$ cat src/rtl/phy_bringup_pkg.sv
package phy_bringup_pkg;

  localparam int REG_W  = 5;
  localparam int DATA_W = 16;

  typedef enum logic [3:0] {
    ST_IDLE,
    ST_RST_WR,
    ST_RST_RD,
    ST_RST_GAP,
    ST_ADV_WR,
    ST_CTL_WR,
    ST_NEG_RD,
    ST_NEG_GAP,
    ST_STAT_RD
  } seq_state_e;

  localparam logic [REG_W-1:0] REG_CTRL = 5'd0;
  localparam logic [REG_W-1:0] REG_STAT = 5'd1;
  localparam logic [REG_W-1:0] REG_ADV  = 5'd4;

  localparam logic [DATA_W-1:0] CTRL_SOFT_RESET = 16'h8000;
  localparam logic [DATA_W-1:0] CTRL_ANEG_GO    = 16'h1000 | 16'h0200;

  // advertisement word: 100FD, 100HD, 10FD, 10HD, selector = 1
  function automatic logic [DATA_W-1:0] adv_word();
    logic [DATA_W-1:0] w;
    w = '0;
    w[8] = 1'b1;
    w[7] = 1'b1;
    w[6] = 1'b1;
    w[5] = 1'b1;
    w[0] = 1'b1;
    return w;
  endfunction

  function automatic logic reset_pending(input logic [DATA_W-1:0] d);
    return d[15];
  endfunction

  function automatic logic aneg_complete(input logic [DATA_W-1:0] d);
    return d[5];
  endfunction

  function automatic logic pick_100(input logic [DATA_W-1:0] d);
    return d[14] | d[13];
  endfunction

  function automatic logic pick_full(input logic [DATA_W-1:0] d);
    return d[14] | d[12];
  endfunction

endpackage

$ cat src/rtl/bringup_mdio_port.sv
module bringup_mdio_port
  import phy_bringup_pkg::*;
#(
  parameter int ADDR_W = 5
) (
  input  logic              clk,
  input  logic              rst_n,
  input  logic              issue,
  input  logic              issue_write,
  input  logic [ADDR_W-1:0] issue_phy,
  input  logic [REG_W-1:0]  issue_reg,
  input  logic [DATA_W-1:0] issue_wdata,
  output logic              req_valid,
  output logic              req_write,
  output logic [ADDR_W-1:0] req_phy,
  output logic [REG_W-1:0]  req_reg,
  output logic [DATA_W-1:0] req_wdata,
  input  logic              rsp_done,
  input  logic [DATA_W-1:0] rsp_rdata,
  output logic              xfer_done,
  output logic [DATA_W-1:0] xfer_data
);

  assign xfer_done = req_valid & rsp_done;
  assign xfer_data = rsp_rdata;

  always_ff @(posedge clk or negedge rst_n) begin
    if (!rst_n) begin
      req_valid <= 1'b0;
      req_write <= 1'b0;
      req_phy   <= '0;
      req_reg   <= '0;
      req_wdata <= '0;
    end else if (issue) begin
      req_valid <= 1'b1;
      req_write <= issue_write;
      req_phy   <= issue_phy;
      req_reg   <= issue_reg;
      req_wdata <= issue_wdata;
    end else if (xfer_done) begin
      req_valid <= 1'b0;
    end
  end

  // a new request never overlaps an outstanding one
  p_single_outstanding_r10: assert property (@(posedge clk) disable iff (!rst_n)
    issue |-> !req_valid);

  // request held unchanged until acknowledged
  p_fields_hold_r10: assert property (@(posedge clk) disable iff (!rst_n)
    (req_valid && !rsp_done) |=> (req_valid && $stable(req_write) &&
      $stable(req_phy) && $stable(req_reg) && $stable(req_wdata)));

endmodule

$ cat src/rtl/bringup_gap_timer.sv
module bringup_gap_timer #(
  parameter int WAIT_CYC = 1000
) (
  input  logic clk,
  input  logic rst_n,
  input  logic load,
  output logic expired
);

  localparam int CW = $clog2(WAIT_CYC + 1) + 1;

  logic [CW-1:0] cnt;

  assign expired = (cnt == CW'(1));

  always_ff @(posedge clk or negedge rst_n) begin
    if (!rst_n)            cnt <= '0;
    else if (load)         cnt <= CW'(WAIT_CYC);
    else if (cnt != '0)    cnt <= cnt - CW'(1);
  end

  initial begin
    p_wait_positive_r3: assert (WAIT_CYC >= 1);
  end

endmodule

$ cat src/rtl/bringup_retry_count.sv
module bringup_retry_count #(
  parameter int LIMIT = 10
) (
  input  logic clk,
  input  logic rst_n,
  input  logic clr,
  input  logic bump,
  output logic last
);

  localparam int CW = $clog2(LIMIT + 1) + 1;

  logic [CW-1:0] cnt;

  assign last = (cnt == CW'(LIMIT - 1));

  always_ff @(posedge clk or negedge rst_n) begin
    if (!rst_n)     cnt <= '0;
    else if (clr)   cnt <= '0;
    else if (bump)  cnt <= cnt + CW'(1);
  end

  // attempt count never passes the limit
  p_retry_bound_r7: assert property (@(posedge clk) disable iff (!rst_n)
    cnt < CW'(LIMIT));

  // a bump is never requested on the final allowed attempt
  p_no_bump_at_last_r4: assert property (@(posedge clk) disable iff (!rst_n)
    (bump && !clr) |-> !last);

endmodule

$ cat src/rtl/bringup_link_decode.sv
module bringup_link_decode
  import phy_bringup_pkg::*;
(
  input  logic [DATA_W-1:0] stat,
  output logic              is_100,
  output logic              is_full
);

  assign is_100  = pick_100(stat);
  assign is_full = pick_full(stat);

endmodule

$ cat src/rtl/phy_bringup_seq.sv
module phy_bringup_seq
  import phy_bringup_pkg::*;
#(
  parameter int ADDR_W      = 5,
  parameter int WAIT_CYC    = 1000,
  parameter int RESET_TRIES = 10,
  parameter int ANEG_TRIES  = 100
) (
  input  logic              clk,
  input  logic              rst_n,
  input  logic              start,
  input  logic [ADDR_W-1:0] phy_addr,
  output logic              req_valid,
  output logic              req_write,
  output logic [ADDR_W-1:0] req_phy,
  output logic [4:0]        req_reg,
  output logic [15:0]       req_wdata,
  input  logic              rsp_done,
  input  logic [15:0]       rsp_rdata,
  output logic              busy,
  output logic              link_ok,
  output logic              speed_100,
  output logic              full_duplex,
  output logic              err_reset_timeout,
  output logic              err_aneg_timeout
);

  seq_state_e        st;
  logic [ADDR_W-1:0] addr_q;
  logic              launched;

  // named internal events
  logic              issue;
  logic              is_issue_state;
  logic              start_ok;
  logic              xfer_done;
  logic [DATA_W-1:0] xfer_data;
  logic              rst_poll_fail;
  logic              neg_poll_fail;
  logic              rst_last;
  logic              neg_last;
  logic              gap_expired;
  logic              gap_load;
  logic              dec_100;
  logic              dec_full;

  logic              nxt_write;
  logic [REG_W-1:0]  nxt_reg;
  logic [DATA_W-1:0] nxt_wdata;

  assign busy           = (st != ST_IDLE);
  assign start_ok       = (st == ST_IDLE) && start;
  assign is_issue_state = (st == ST_RST_WR) || (st == ST_RST_RD) || (st == ST_ADV_WR) ||
                          (st == ST_CTL_WR) || (st == ST_NEG_RD) || (st == ST_STAT_RD);
  assign issue          = is_issue_state && !launched;

  assign rst_poll_fail  = (st == ST_RST_RD) && xfer_done && reset_pending(xfer_data);
  assign neg_poll_fail  = (st == ST_NEG_RD) && xfer_done && !aneg_complete(xfer_data);
  assign gap_load       = (rst_poll_fail && !rst_last) || (neg_poll_fail && !neg_last);

  always_comb begin
    nxt_write = 1'b0;
    nxt_reg   = REG_CTRL;
    nxt_wdata = '0;
    case (st)
      ST_RST_WR: begin
        nxt_write = 1'b1;
        nxt_wdata = CTRL_SOFT_RESET;
      end
      ST_ADV_WR: begin
        nxt_write = 1'b1;
        nxt_reg   = REG_ADV;
        nxt_wdata = adv_word();
      end
      ST_CTL_WR: begin
        nxt_write = 1'b1;
        nxt_wdata = CTRL_ANEG_GO;
      end
      ST_NEG_RD, ST_STAT_RD: nxt_reg = REG_STAT;
      default: ;
    endcase
  end

  bringup_mdio_port #(.ADDR_W(ADDR_W)) u_port (
    .clk         (clk),
    .rst_n       (rst_n),
    .issue       (issue),
    .issue_write (nxt_write),
    .issue_phy   (addr_q),
    .issue_reg   (nxt_reg),
    .issue_wdata (nxt_wdata),
    .req_valid   (req_valid),
    .req_write   (req_write),
    .req_phy     (req_phy),
    .req_reg     (req_reg),
    .req_wdata   (req_wdata),
    .rsp_done    (rsp_done),
    .rsp_rdata   (rsp_rdata),
    .xfer_done   (xfer_done),
    .xfer_data   (xfer_data)
  );

  bringup_gap_timer #(.WAIT_CYC(WAIT_CYC)) u_gap (
    .clk     (clk),
    .rst_n   (rst_n),
    .load    (gap_load),
    .expired (gap_expired)
  );

  bringup_retry_count #(.LIMIT(RESET_TRIES)) u_rst_tries (
    .clk   (clk),
    .rst_n (rst_n),
    .clr   (start_ok),
    .bump  (rst_poll_fail && !rst_last),
    .last  (rst_last)
  );

  bringup_retry_count #(.LIMIT(ANEG_TRIES)) u_neg_tries (
    .clk   (clk),
    .rst_n (rst_n),
    .clr   (start_ok),
    .bump  (neg_poll_fail && !neg_last),
    .last  (neg_last)
  );

  bringup_link_decode u_dec (
    .stat    (xfer_data),
    .is_100  (dec_100),
    .is_full (dec_full)
  );

  always_ff @(posedge clk or negedge rst_n) begin
    if (!rst_n)          launched <= 1'b0;
    else if (issue)      launched <= 1'b1;
    else if (xfer_done)  launched <= 1'b0;
  end

  always_ff @(posedge clk or negedge rst_n) begin
    if (!rst_n) begin
      st                <= ST_IDLE;
      addr_q            <= '0;
      link_ok           <= 1'b0;
      speed_100         <= 1'b0;
      full_duplex       <= 1'b0;
      err_reset_timeout <= 1'b0;
      err_aneg_timeout  <= 1'b0;
    end else begin
      case (st)
        ST_IDLE: if (start) begin
          st                <= ST_RST_WR;
          addr_q            <= phy_addr;
          link_ok           <= 1'b0;
          speed_100         <= 1'b0;
          full_duplex       <= 1'b0;
          err_reset_timeout <= 1'b0;
          err_aneg_timeout  <= 1'b0;
        end
        ST_RST_WR: if (xfer_done) st <= ST_RST_RD;
        ST_RST_RD: if (xfer_done) begin
          if (!reset_pending(xfer_data)) st <= ST_ADV_WR;
          else if (rst_last) begin
            err_reset_timeout <= 1'b1;
            st                <= ST_IDLE;
          end else st <= ST_RST_GAP;
        end
        ST_RST_GAP: if (gap_expired) st <= ST_RST_RD;
        ST_ADV_WR:  if (xfer_done) st <= ST_CTL_WR;
        ST_CTL_WR:  if (xfer_done) st <= ST_NEG_RD;
        ST_NEG_RD: if (xfer_done) begin
          if (aneg_complete(xfer_data)) st <= ST_STAT_RD;
          else if (neg_last) begin
            err_aneg_timeout <= 1'b1;
            st               <= ST_IDLE;
          end else st <= ST_NEG_GAP;
        end
        ST_NEG_GAP: if (gap_expired) st <= ST_NEG_RD;
        ST_STAT_RD: if (xfer_done) begin
          link_ok     <= 1'b1;
          speed_100   <= dec_100;
          full_duplex <= dec_full;
          st          <= ST_IDLE;
        end
        default: st <= ST_IDLE;
      endcase
    end
  end

  // error flags are exclusive
  p_err_exclusive_r4: assert property (@(posedge clk) disable iff (!rst_n)
    !(err_reset_timeout && err_aneg_timeout));

  // success never coexists with an error
  p_ok_no_err_r9: assert property (@(posedge clk) disable iff (!rst_n)
    link_ok |-> (!err_reset_timeout && !err_aneg_timeout));

  // a speed result only exists with a successful link
  p_speed_needs_ok_r8: assert property (@(posedge clk) disable iff (!rst_n)
    (speed_100 || full_duplex) |-> link_ok);

  // accepted start clears results and errors
  p_start_clears_r11: assert property (@(posedge clk) disable iff (!rst_n)
    (!busy && start) |=> (busy && !link_ok && !err_reset_timeout && !err_aneg_timeout));

  // idle results hold without a start
  p_hold_results_r12: assert property (@(posedge clk) disable iff (!rst_n)
    (!busy && !start) |=> ($stable(link_ok) && $stable(speed_100) && $stable(full_duplex)));

  // no bus activity when idle
  p_idle_quiet_r4: assert property (@(posedge clk) disable iff (!rst_n)
    !busy |-> !req_valid);

  // the gap between polls is silent on the bus
  p_gap_silent_r3: assert property (@(posedge clk) disable iff (!rst_n)
    ((st == ST_RST_GAP) || (st == ST_NEG_GAP)) |-> !req_valid);

endmodule

$ cat config.mk
export PLATFORM = sky130hd
export DESIGN_NAME = phy_bringup_seq
export DESIGN_NICKNAME = d
export VERILOG_FILES = /design/src/rtl/phy_bringup_pkg.sv /design/src/rtl/bringup_mdio_port.sv /design/src/rtl/bringup_gap_timer.sv /design/src/rtl/bringup_retry_count.sv /design/src/rtl/bringup_link_decode.sv /design/src/rtl/phy_bringup_seq.sv
export SDC_FILE = /design/constraint.sdc
export NUM_CORES = 1
export LEC_CHECK = 0
export BUFFER_PORTS_ARGS = -buffer_cell sky130_fd_sc_hd__buf_4
export CELL_PAD_IN_SITES_DETAIL_PLACEMENT = 0
export CELL_PAD_IN_SITES_GLOBAL_PLACEMENT = 1
export CORE_ASPECT_RATIO = 1.25
export CORE_MARGIN = 3
export CORE_UTILIZATION = 38
export CTS_BUF_LIST = sky130_fd_sc_hd__clkbuf_4 sky130_fd_sc_hd__clkbuf_8 sky130_fd_sc_hd__clkbuf_16
export CTS_CLUSTER_DIAMETER = 100
export DETAILED_ROUTE_END_ITERATION = 10
export PLACE_DENSITY_LB_ADDON = 0.1
export SLEW_MARGIN = 20
export SYNTH_ARGS = -nofsm -noshare
export SYNTH_HDL_FRONTEND = slang
export SYNTH_SLANG_ARGS = --single-unit
$ cat constraint.sdc
create_clock -name clk -period 2.69 [get_ports clk]
set_clock_uncertainty 0.1 [all_clocks]
set_input_delay 0.1345 -clock clk [delete_from_list [all_inputs] [get_ports clk]]
set_output_delay 0.1345 -clock clk [all_outputs]
set_load 0.005 [all_outputs]
# Word level (Yosys, flattened, before mapping)
# Cells that the tools add are included.
[word_totals] regBits=66 out_inout_bits=34
[classes] addsub=3 n_eq_ne=24 bitwise_logic=3 reduce_logical=35 muxes=40
[ops] cell="$pmux 16 s3" n=1
[ops] cell="$mux 4" n=10
[ops] cell="$pmux 4 s9" n=1
[ops] cell="$ne 2x2->1 const B" n=13
[ops] cell="$mux 11" n=2
[ops] cell="$eq 4x3->1 const B" n=4
[ops] cell="$mux 8" n=2
[ops] cell="$reduce_bool 2->1" n=7
[ops] cell="$mux 1" n=13
[ops] cell="$eq 11x1->1 const B" n=1
[ops] cell="$reduce_bool 11->1" n=1
[ops] cell="$sub 11x1->11 const B" n=1
[ops] cell="$mux 5" n=2
[ops] cell="$pmux 1 s2" n=5
[ops] cell="$reduce_and 5->1" n=2
[ops] cell="$reduce_and 9->1" n=1
[ops] cell="$add 8x1->8 const B" n=1
[ops] cell="$eq 4x2->1 const B" n=2
[ops] cell="$eq 8x7->1 const B" n=1
[ops] cell="$logic_and 1x1->1" n=8
[ops] cell="$logic_or 1x1->1" n=6
[ops] cell="$mux 3" n=2
[ops] cell="$pmux 3 s2" n=1
[ops] cell="$add 5x1->5 const B" n=1
[ops] cell="other kinds (13)" n=17

# Logic depth before layout (Yosys ltp)
# Gate-level depths: netlist of run 1.
[logic_depth] ltp_word=8 mapped_depth=6 depth_no_buf=6

# Modules after synthesis
# Synthesis of run 1 repeated with hierarchy kept, for this count alone.
[unflattened] cells_unflattened=299 hier_area_um2=3485.8
[by_module_without_submodules] module="bringup_mdio_port" cells_each=77 n_inst=1 area_each_um2=1265.0
[by_module_without_submodules] module="phy_bringup_seq" cells_each=96 n_inst=1 area_each_um2=923.4
[by_module_without_submodules] module="bringup_gap_timer" cells_each=60 n_inst=1 area_each_um2=605.6
[by_module_without_submodules] module="bringup_retry_count at u_neg_tries" cells_each=39 n_inst=1 area_each_um2=397.9
[by_module_without_submodules] module="bringup_retry_count at u_rst_tries" cells_each=25 n_inst=1 area_each_um2=281.5
[by_module_without_submodules] module="bringup_link_decode" cells_each=2 n_inst=1 area_each_um2=12.5

# Worst setup path after synthesis of run 1
# Ideal clock, no wire load.
[synth_timing] path_kind="register -> register" startpoint="register st[3]" endpoint="register u_rst_tries.cnt[2]" arrival_ps=1893 stages_incl_launch_ff=5 n_path_buf=0 setup_slack_ps=619 period_less_slack_ps=2071 setup_ps=78 cell_sequence="dfrtp_1 -> or4b_1 -> or4_4 -> or3_1 -> a21oi_1"
[synth_between] elab_chain_len=5 word_cells_on_any_way=8 cone_classes="eq/ne: 1; mux: 1; reduce/logical: 6"
[synth_lines] element="start: declaration" line_no="phy_bringup_seq.sv:28" text="seq_state_e st;"
[synth_lines] element="start signal: assignment" line_no="phy_bringup_seq.sv:140" text="st <= ST_IDLE;"
[synth_lines] element="start signal: assignment" line_no="phy_bringup_seq.sv:150" text="st <= ST_RST_WR;"
[synth_lines] element="start signal: assignment" line_no="phy_bringup_seq.sv:158" text="ST_RST_WR: if (xfer_done) st <= ST_RST_RD;"
[synth_lines] element="$eq 4x2->1" line_no="phy_bringup_seq.sv:57" text="assign rst_poll_fail = (st == ST_RST_RD) && xfer_done && reset_pending(xfer_data);"
[synth_lines] element="$logic_and 1x1->1 (2 in series)" line_no="phy_bringup_seq.sv:57"
[synth_lines] element="$logic_and 1x1->1" line_no="phy_bringup_seq.sv:114" text=".bump (rst_poll_fail && !rst_last),"
[synth_lines] element="$reduce_bool 2->1 (no source line)"
[synth_lines] element="end signal: assignment" line_no="bringup_retry_count.sv:20" text="else if (bump) cnt <= cnt + CW'(1);"
[synth_lines] element="end: declaration" line_no="bringup_retry_count.sv:13" text="logic [CW-1:0] cnt;"
# Parallel ways exist; a longest one is shown, timed or not.
# A chain may end at the register's enable or synchronous reset.

# Worst setup path after layout of run 1
[layout_timing] startpoint="register u_gap.cnt[0]" endpoint="register u_gap.cnt[6]"
[layout_between] elab_chain_len=3 word_cells_on_any_way=5 cone_classes="add/sub: 1; mux: 2; reduce/logical: 2"
[layout_lines] element="start: declaration" line_no="bringup_gap_timer.sv:12" text="logic [CW-1:0] cnt;"
[layout_lines] element="start signal: assignment" line_no="bringup_gap_timer.sv:18" text="else if (load) cnt <= CW'(WAIT_CYC);"
[layout_lines] element="start signal: assignment" line_no="bringup_gap_timer.sv:19" text="else if (cnt != '0) cnt <= cnt - CW'(1);"
[layout_lines] element="$sub 11x1->11" line_no="bringup_gap_timer.sv:19"
[layout_lines] element="$mux 11" line_no="bringup_gap_timer.sv:19"
[layout_lines] element="$mux 11" line_no="bringup_gap_timer.sv:18"
# Parallel ways exist; a longest one is shown, timed or not. The select of a mux whose other input is x is not followed.

==> results of run 1 <==
where the power goes:
part           internal, W  switching [W]  leakage, nW
logic             0.000684       0.000760        0.796
clock network     0.000279       0.000259       0.0543
registers         0.000968       0.000213        0.623
worst max path at each step:
stage / cells past startpoint / from / slack [ns] / to
global route: 6 / u_gap.cnt[0] / 0.31 / u_gap.cnt[6]
global placement: 6 / u_gap.cnt[0] / 0.51 / u_gap.cnt[6]
CTS: 6 / u_gap.cnt[0] / 0.44 / u_gap.cnt[6]
floorplan: 4 / st[3] / 0.62 / u_rst_tries.cnt[2]
detailed placement: 6 / u_gap.cnt[0] / 0.46 / u_gap.cnt[6]
finish: 6 / u_gap.cnt[0] / 0.46 / u_gap.cnt[6]
cell families (layout without fill, tap and decap cells):
family | Yosys count | after routing | synth area share (%)
buffers and inverters | 41 | 71 | 7.76
flip-flops | 49 | 49 | 43.7
other | 1 | 11 | 0.134
multiplexers | 7 | 7 | 2.72
adder cells (fa/ha/maj) | 6 | 6 | 2.67
XOR/XNOR | 8 | 8 | 2.50
AO/OA/AOI/OAI | 82 | 82 | 18.9
AND/OR/NAND/NOR | 115 | 115 | 21.7
layer usage:
metal,track usage [%],up-vias,share of wire (%)
met3,2.34,4,2.2
met4,5.28,0,1.2
li1,-,1169,-
met5,0,-,0
met2,28.6,29,54
met1,19.7,1173,43
through the flow:
step                hold slack, ns  cell area (sq um)
floorplan                   -0.261               2840
global placement             0.115               3130
detailed placement           0.106               3130
CTS                         0.0118               3310
global route                0.0417               3310
finish                      0.0167               3310
Yosys cell counts (6+ instances only):
cell,n
nor3_1,7
nand3_1,7
a211oi_1,6
inv_1,9
nand4_1,6
a21oi_1,24
dfrtp_1,49
ha_1,6
buf_4,17
nor2_1,17
or3_1,8
o21ai_0,20
clkbuf_1,13
nand2_1,35
critical path, delay by kind of cell (launching register included):
kind,cells,cell delay [ns]
AOI/OAI and AO/OA,2,0.64
buffers and inverters,1,0.09
DFF,1,0.43
adders and majority gates,1,0.17
and+or+nand+nor,1,0.50
xor gates and xnor gates,1,0.17
layout make-up:
type	count	area [sq um]
multi-input cells	229	1400
well taps	90	113
repair buffers	54	420
inverters	9	33.8
clock inverters	3	46.3
fillers	741	3750
flip-flops and latches	49	1230
clock buffers	5	68.8
==> flow_summary.ini, run 1 <==
[synthesis]
yosysWarnings = 0
syn_inst = 309
synthArstFlopShare_pct = 100
yosysSeqAreaShare_pct = 43.7
syn_area_sq_um = 2810
synth_edf_count = 0
synth_top_area_share_pct = 43.7
yosys.area.top_type = dfrtp_1
synth.ff_latch_count = 49
yosys_most_used_dff = dfrtp_1
synthTopCellsByArea = dfrtp_1 44%, nand2_1 4.7%, buf_4 4.5%
synthDistinctLibCells = 55
syn_area_per_cell_sq_um = 9.08

[detailed_routing]
drcViolationCount = 0
vias = 2375
routed_wl_microns = 6520
viasPerCell = 5.41
routedWlPerCell_microns = 14.8
drt-pass1-iter-count = 4
final_antenna_net_count = 0
drt_iter0_markers = 102

[cells_and_area]
finalNonFillerCells = 439
largest_reg_flops = 11
final_util_pct = 46.8
final_cell_mix = 49 x dfrtp_1, 48 x buf_4, 35 x nand2_1
top_register = u_gap.cnt
top_regs = u_gap.cnt: 11 flops, u_neg_tries.cnt: 8 flops
n_antenna_cell = 0
layout.nets = 379
area_delta_synth_final_pct = 17.9
final_common_cell = dfrtp_1
drive_gt1_share_pct = 19.5

[sta]
finalSetupViolations = 0
fin_setup_tns_ns = 0
fmax_ghz = 0.449
final_max_slew_viol_count = 0
worstMarginPinSlew_ns = 0.635
rsz0062_at_grt = no
slew_headroom_pct = 57.6
min_period_ns = 2.23
setup_ws_ns = 0.464
post-route-period-util_pct = 82.8
finalHoldViolations = 0

[setup_path]
critPathArrivalTime_ns = 2.31
required_ns = 2.78
crit_type = flop to flop
start_kind = flop
setup.worst_path.end_class = flop
rr_endpoint = u_gap.cnt[6]
r2r_cells = 6
crit_chain = inv_1 -> ha_1 -> or3b_2 -> a2111oi_0 -> xnor2_1 -> o21ai_0
reg2reg_from = u_gap.cnt[0]
max_stage_delay_ns = 0.55
rrSetupSlack_ns = 0.46
slowest_stage = a2111oi_0
crit_fanout = 5

[clock_tree]
root_buffer = clkbuf_8
postCtsSetupRepairBufs = 0
tritoncts = built
cts_sinks = 49
postCtsHoldBufs = 6
clk_pin_slew_ns = 0.09
cts-resized-gates = 0
cts_buffer_depth = 2
clk_latency_ns = 0.31
ctsHtreeMaxLevel = 2
cts_made_buffers = 5

[placement]
place_hpwl_microns = 4640
gp_congestion = 0.779
dp_slack_ns = 0.461
dp.cells = 425
portBuffers = 36

[die]
core_area_sq_um = 7060
initial_utilization_pct = 39.7
die_w_microns = 82.9
fp.dieH_microns = 102
io_pins = 59
dieArea_sq_um = 8460
num_rows = 34

[hold_path]
hp-start = rsp_rdata[15]
whs_endpoint = err_reset_timeout
hold_class = input pin to flop
worstHoldPathCells = 3

[global_routing]
overflow = 0
grtUsageTotal_pct = 15.9
grt_pass1_vias = 2266
grt_pass1_wl_microns = 11000
antenna_found_initial = 0
grt_max_degree = 50

[pwr]
power-per-cell-area_nw_per_um2 = 956
p_leak_nw = 1.47
total_power_w = 0.00316
vdd_drop_max_uv = 371

[flow_run]
max_cap_violations = 0

[outcome]
status = complete, no violations
Power figures use the tool's default switching activity.
==> run 2: changes to the inputs <==
--- a/config.mk
+++ b/config.mk
@@ -10,7 +10,7 @@
 export CELL_PAD_IN_SITES_GLOBAL_PLACEMENT = 1
 export CORE_ASPECT_RATIO = 1.25
 export CORE_MARGIN = 3
-export CORE_UTILIZATION = 38
+export CORE_UTILIZATION = 37
 export CTS_BUF_LIST = sky130_fd_sc_hd__clkbuf_4 sky130_fd_sc_hd__clkbuf_8 sky130_fd_sc_hd__clkbuf_16
 export CTS_CLUSTER_DIAMETER = 100
 export DETAILED_ROUTE_END_ITERATION = 10
==> constraint.sdc (replaced) <==
create_clock -name clk -period 2 [get_ports clk]
set_clock_uncertainty 0.1 [all_clocks]
set_input_delay 0.1 -clock clk [delete_from_list [all_inputs] [get_ports clk]]
set_output_delay 0.1 -clock clk [all_outputs]
set_load 0.005 [all_outputs]
==> run 2 against run 1 <==
Global-route usage grew 0.35 points. Critical path type unchanged. Design area grew 9.5%. Clock power grew 59%.
==> flow_summary.ini, run 2 (same netlist as run 1, synthesis figures left out) <==
[outcome]
status = complete, no violations

[sta]
slew_headroom_pct = 56.7
finalHoldViolations = 0
finalSetupViolations = 0
fmax_ghz = 0.505
worstMarginPinSlew_ns = 0.650
setup_ws_ns = 0.0185
post-route-period-util_pct = 99.1
rsz0062_at_grt = yes
hold_slack_ns = 0.0693
min_period_ns = 1.98
final_max_slew_viol_count = 0

[setup_path]
crit_chain = or4b_4 -> or4_4 -> or3_4 -> a21oi_2
crit_fanout = 2
setup.worst_path.end_class = flop
slowest_stage = or4b_4
r2r_cells = 4
critPathArrivalTime_ns = 2.12
reg2reg_from = st[0]
start_kind = flop
rr_endpoint = u_rst_tries.cnt[2]
required_ns = 2.14
rrSetupSlack_ns = 0.02
max_stage_delay_ns = 0.55
crit_type = flop to flop

[global_routing]
use_met3_pct = 2.69
met1_usage_pct = 19.6
grtUsageTotal_pct = 16.3
grt_pass1_wl_microns = 11400
grt_util_met2_pct = 30.1
overflow = 0
top_usage_layer = met2
grt_max_degree = 50
grt_pass1_vias = 2378
antenna_found_initial = 0

[clock_tree]
cts_made_buffers = 5
clk_latency_ns = 0.30
clk_pin_slew_ns = 0.09
ctsHtreeMaxLevel = 2
root_buffer = clkbuf_8
cts_buffer_depth = 2
cts_sinks = 49
tritoncts = built

[die]
initial_utilization_pct = 39.3
num_rows = 34
fp.dieH_microns = 103
core_area_sq_um = 7150
die_w_microns = 83.9
io_pins = 59
dieArea_sq_um = 8670

[cells_and_area]
final_cell_mix = 71 x buf_4, 49 x dfrtp_1, 35 x nand2_1
largest_reg_flops = 11
top_register = u_gap.cnt
final_util_pct = 50.7
top_regs = u_gap.cnt: 11 flops, u_neg_tries.cnt: 8 flops
finalNonFillerCells = 464
n_antenna_cell = 0
area_delta_synth_final_pct = 29.1
drive_gt1_share_pct = 27.8
final_common_cell = buf_4
layout.nets = 404

[hold_path]
whs_endpoint = st[3]
hp-start = rsp_done
worstHoldPathCells = 3
hold_class = input pin to flop

[pwr]
swShare_pct = 37.4
clock_power_share_pct = 18.2
vdd_drop_max_uv = 437
power-per-cell-area_nw_per_um2 = 1300
p_sw_w = 0.00176
combPwrFrac_pct = 49.1
p_int_w = 0.00294
seqPwrFrac_pct = 32.7
p_leak_nw = 1.64

[detailed_routing]
drcViolationCount = 0
viasPerCell = 5.29
final_antenna_net_count = 0
drt-pass1-iter-count = 4
drt_iter0_markers = 84
vias = 2456
routedWlPerCell_microns = 15.0
routed_wl_microns = 6950

[placement]
gp_congestion = 0.800
dp.cells = 447
dp_slack_ns = -0.0451
place_hpwl_microns = 4960
portBuffers = 36

[flow_run]
max_cap_violations = 0
run 2: cell count changes in the layout (fill, tap and decap cells not counted), sizes merged:
cell | previous run | this run
clkinv | 1 | 0
buf | 48 | 71
inv | 9 | 10
clkinvlp | 1 | 0
bufinv | 1 | 2
dlygate4sd3 | 6 | 8
run 2: what timing repair did:
| item | in CTS | in global routing |
|---|---|---|
| pin swaps | 2 | 0 |
| setup endpoints to repair | 3 | 28 |
| gates resized for setup | 1 | 17 |
| hold buffers | 7 | 1 |
| hold endpoints to repair | 55 | 1 |
| setup buffers | 0 | 1 |
run 2: metrics by stage:
stage | power, W | setup TNS [ns] | instance area, sq um
after CTS | 0.00468 | -0.0158 | 3510
after global placement | 0.00375 | -0.0188 | 3300
after detailed placement | 0.00378 | -0.0451 | 3300
after floorplan | 0.00290 | -0.0507 | 2850
after global routing | 0.00510 | -0.134 | 3620
final | 0.00470 | 0 | 3620
run 2: final cells by class:
class	count	area (sq um)
inverters	9	33.8
flip-flops and latches	49	1230
repair buffers	79	613
clock buffers	5	68.8
clock inverters	3	68.8
fillers	705	3520
multi-input cells	229	1500
well taps	90	113
run 2: power by group through the flow:
| stage | clock network [W] | registers, W | logic, W |
|---|---|---|---|
| after global placement | 0 | 0.00153 | 0.00222 |
| after floorplan | 0 | 0.00156 | 0.00134 |
| after global routing | 0.000929 | 0.00159 | 0.00258 |
| after CTS | 0.000890 | 0.00153 | 0.00226 |
| after detailed placement | 0 | 0.00155 | 0.00223 |
| final | 0.000856 | 0.00153 | 0.00231 |
run 2: layer usage:
layer	part of all wire, %	vias to the layer above
met5	0	-
met4	1.0	0
met3	2.9	6
met2	52	43
met1	44	1193
li1	-	1214
run 2: worst max path at each step:
| stage | slack, ns | start | cells after the start | to |
|---|---|---|---|---|
| after CTS | -0.02 | u_gap.cnt[1] | 6 | u_gap.cnt[6] |
| final | 0.02 | st[0] | 4 | u_rst_tries.cnt[2] |
| after floorplan | -0.05 | st[0] | 4 | u_rst_tries.cnt[2] |
| after global placement | -0.02 | st[0] | 4 | u_rst_tries.cnt[2] |
| after detailed placement | -0.05 | st[0] | 4 | u_rst_tries.cnt[2] |
| after global routing | -0.06 | u_rst_tries.cnt[0] | 6 | u_rst_tries.cnt[2] |
run 2: worst max-delay path, delay by kind of cell (launching register included):
family,cells,cell delay (ns)
and+or+nand+nor,3,1.32
DFF,1,0.39
AOI/OAI and AO/OA,1,0.11
==> run 3: changes to the inputs <==
==> constraint.sdc (replaced) <==
create_clock -name clk -period 2 [get_ports clk]
set_clock_uncertainty 0.1 [all_clocks]
set_input_delay 0.1 -clock clk [delete_from_list [all_inputs] [get_ports clk]]
set_output_delay 0.1 -clock clk [all_outputs]
set_load 0.05 [all_outputs]
==> run 3 against run 2 <==
The run now ends with setup timing left. Sequential share of layout area down 0.070 points. Sequential cell count unchanged. Combinational power up 28%.
==> flow_summary.ini, run 3 (same netlist as run 1, synthesis figures left out) <==
[global_routing]
grt_max_degree = 50
overflow = 0
grt_pass1_vias = 2364
antenna_found_initial = 0
grtUsageTotal_pct = 16.5
grt_pass1_wl_microns = 11600

[detailed_routing]
drcViolationCount = 0
viasPerCell = 5.32
vias = 2465
drt_iter0_markers = 144
routed_wl_microns = 6910
routedWlPerCell_microns = 14.9
drt-pass1-iter-count = 4
final_antenna_net_count = 0

[die]
die_w_microns = 83.9
io_pins = 59
num_rows = 34
fp.dieH_microns = 103
dieArea_sq_um = 8670
core_area_sq_um = 7150
initial_utilization_pct = 39.3

[sta]
slew_headroom_pct = 56.8
min_period_ns = 2.01
fin_setup_tns_ns = -0.00813
fmax_ghz = 0.498
rsz0062_at_grt = yes
finalSetupViolations = 1
setup_ws_ns = -0.00813
final_max_slew_viol_count = 0
finalHoldViolations = 0
worstMarginPinSlew_ns = 0.648
post-route-period-util_pct = 100

[pwr]
vdd_drop_max_uv = 606
p_leak_nw = 1.63
clock_power_share_pct = 16.3
swShare_pct = 44.5
p_int_w = 0.00297
p_sw_w = 0.00239
power-per-cell-area_nw_per_um2 = 1480
combPwrFrac_pct = 55.2
seqPwrFrac_pct = 28.5

[cells_and_area]
top_regs = u_gap.cnt: 11 flops, u_neg_tries.cnt: 8 flops
final_common_cell = buf_4
area_delta_synth_final_pct = 29.3
largest_reg_flops = 11
final_util_pct = 50.8
layout.nets = 403
finalNonFillerCells = 463
final_area_sq_um = 3630
drive_gt1_share_pct = 29.2
n_antenna_cell = 0
final_cell_mix = 69 x buf_4, 49 x dfrtp_1, 35 x nand2_1
top_register = u_gap.cnt

[placement]
dp.cells = 447
post_dp_cell_area_sq_um = 3300
gp_congestion = 0.794
portBuffers = 36
place_hpwl_microns = 4890

[hold_path]
hold_class = input pin to flop

[clock_tree]
tritoncts = built
clk_latency_ns = 0.31
root_buffer = clkbuf_8
cts_made_buffers = 5
ctsHtreeMaxLevel = 2
cts_sinks = 49
clk_pin_slew_ns = 0.09
cts_buffer_depth = 2

[setup_path]
critPathArrivalTime_ns = 2.15
crit_end = u_rst_tries.cnt[2]
crit_type = flop to flop
start_kind = flop
r2r_cells = 4
required_ns = 2.14
setup.worst_path.end_class = flop
crit_start = st[0]
reg2reg_from = st[0]
crit_fanout = 2
rrSetupSlack_ns = -0.008
rr_endpoint = u_rst_tries.cnt[2]

[flow_run]
max_cap_violations = 0

[outcome]
violations = setup timing
status = complete, but fails checks
## run 3: power groups by stage
| stage | logic, W | clock network (W) | registers [W] |
|---|---|---|---|
| global route | 0.00321 | 0.000934 | 0.00158 |
| CTS | 0.00289 | 0.000895 | 0.00152 |
| global placement | 0.00285 | 0 | 0.00153 |
| detailed placement | 0.00286 | 0 | 0.00154 |
| finish | 0.00296 | 0.000872 | 0.00153 |
| floorplan | 0.00159 | 0 | 0.00193 |
## run 3: per-stage QoR
step	setup slack, ns	power [W]	hold slack [ns]
floorplan	-0.0507	0.00351	-0.296
global placement	-0.0194	0.00438	0.0742
detailed placement	-0.0411	0.00440	0.0769
CTS	-0.0163	0.00531	0.0535
global route	-0.0587	0.00573	0.0624
finish	-0.00813	0.00536	0.0608
## run 3: worst min path at each step
| stage | from | end | slack (ns) | cells past startpoint |
|---|---|---|---|---|
| 3_5_place_dp | rst_n | u_port.req_write | 0.08 | 1 |
| 4_1_cts | rsp_done | st[3] | 0.05 | 3 |
| 5_1_grt | rsp_done | st[3] | 0.06 | 3 |
| 2_1_floorplan | rst_n | addr_q[0] | -0.30 | 0 |
| 3_3_place_gp | rst_n | u_port.req_write | 0.07 | 1 |
| 6_report | rsp_done | st[3] | 0.06 | 3 |
## run 3: area by class of cell
type | instances | area, sq um
Multi-Input combinational cell | 229 | 1510
Timing Repair Buffer | 78 | 609
Fill cell | 680 | 3520
Sequential cell | 49 | 1230
Tap cell | 90 | 113
Clock inverter | 3 | 68.8
Inverter | 9 | 33.8
Clock buffer | 5 | 68.8
## run 3: critical path, cell delays in order (launching register included)
cell and delay [ns]:
dfrtp_1 0.39, or4b_4 0.55, or4_4 0.43, or3_4 0.34
a21oi_2 0.13
## run 3: repair_timing
item	in CTS	in global routing
endpoints found under the hold margin	56	0
cloned	0	0
pin swaps	3	3
hold buffers	8	0
setup buffers	0	1
resized for setup	3	21
setup endpoints to repair	5	23
## run 3: metal layers
| metal | up-vias | GRT usage, % | share of wire (%) |
|---|---|---|---|
| met5 | - | 0 | 0 |
| met4 | 0 | 5.32 | 1.7 |
| met3 | 10 | 2.22 | 3.2 |
| met2 | 48 | 29.3 | 52 |
| met1 | 1195 | 20.9 | 43 |
| li1 | 1212 | - | - |
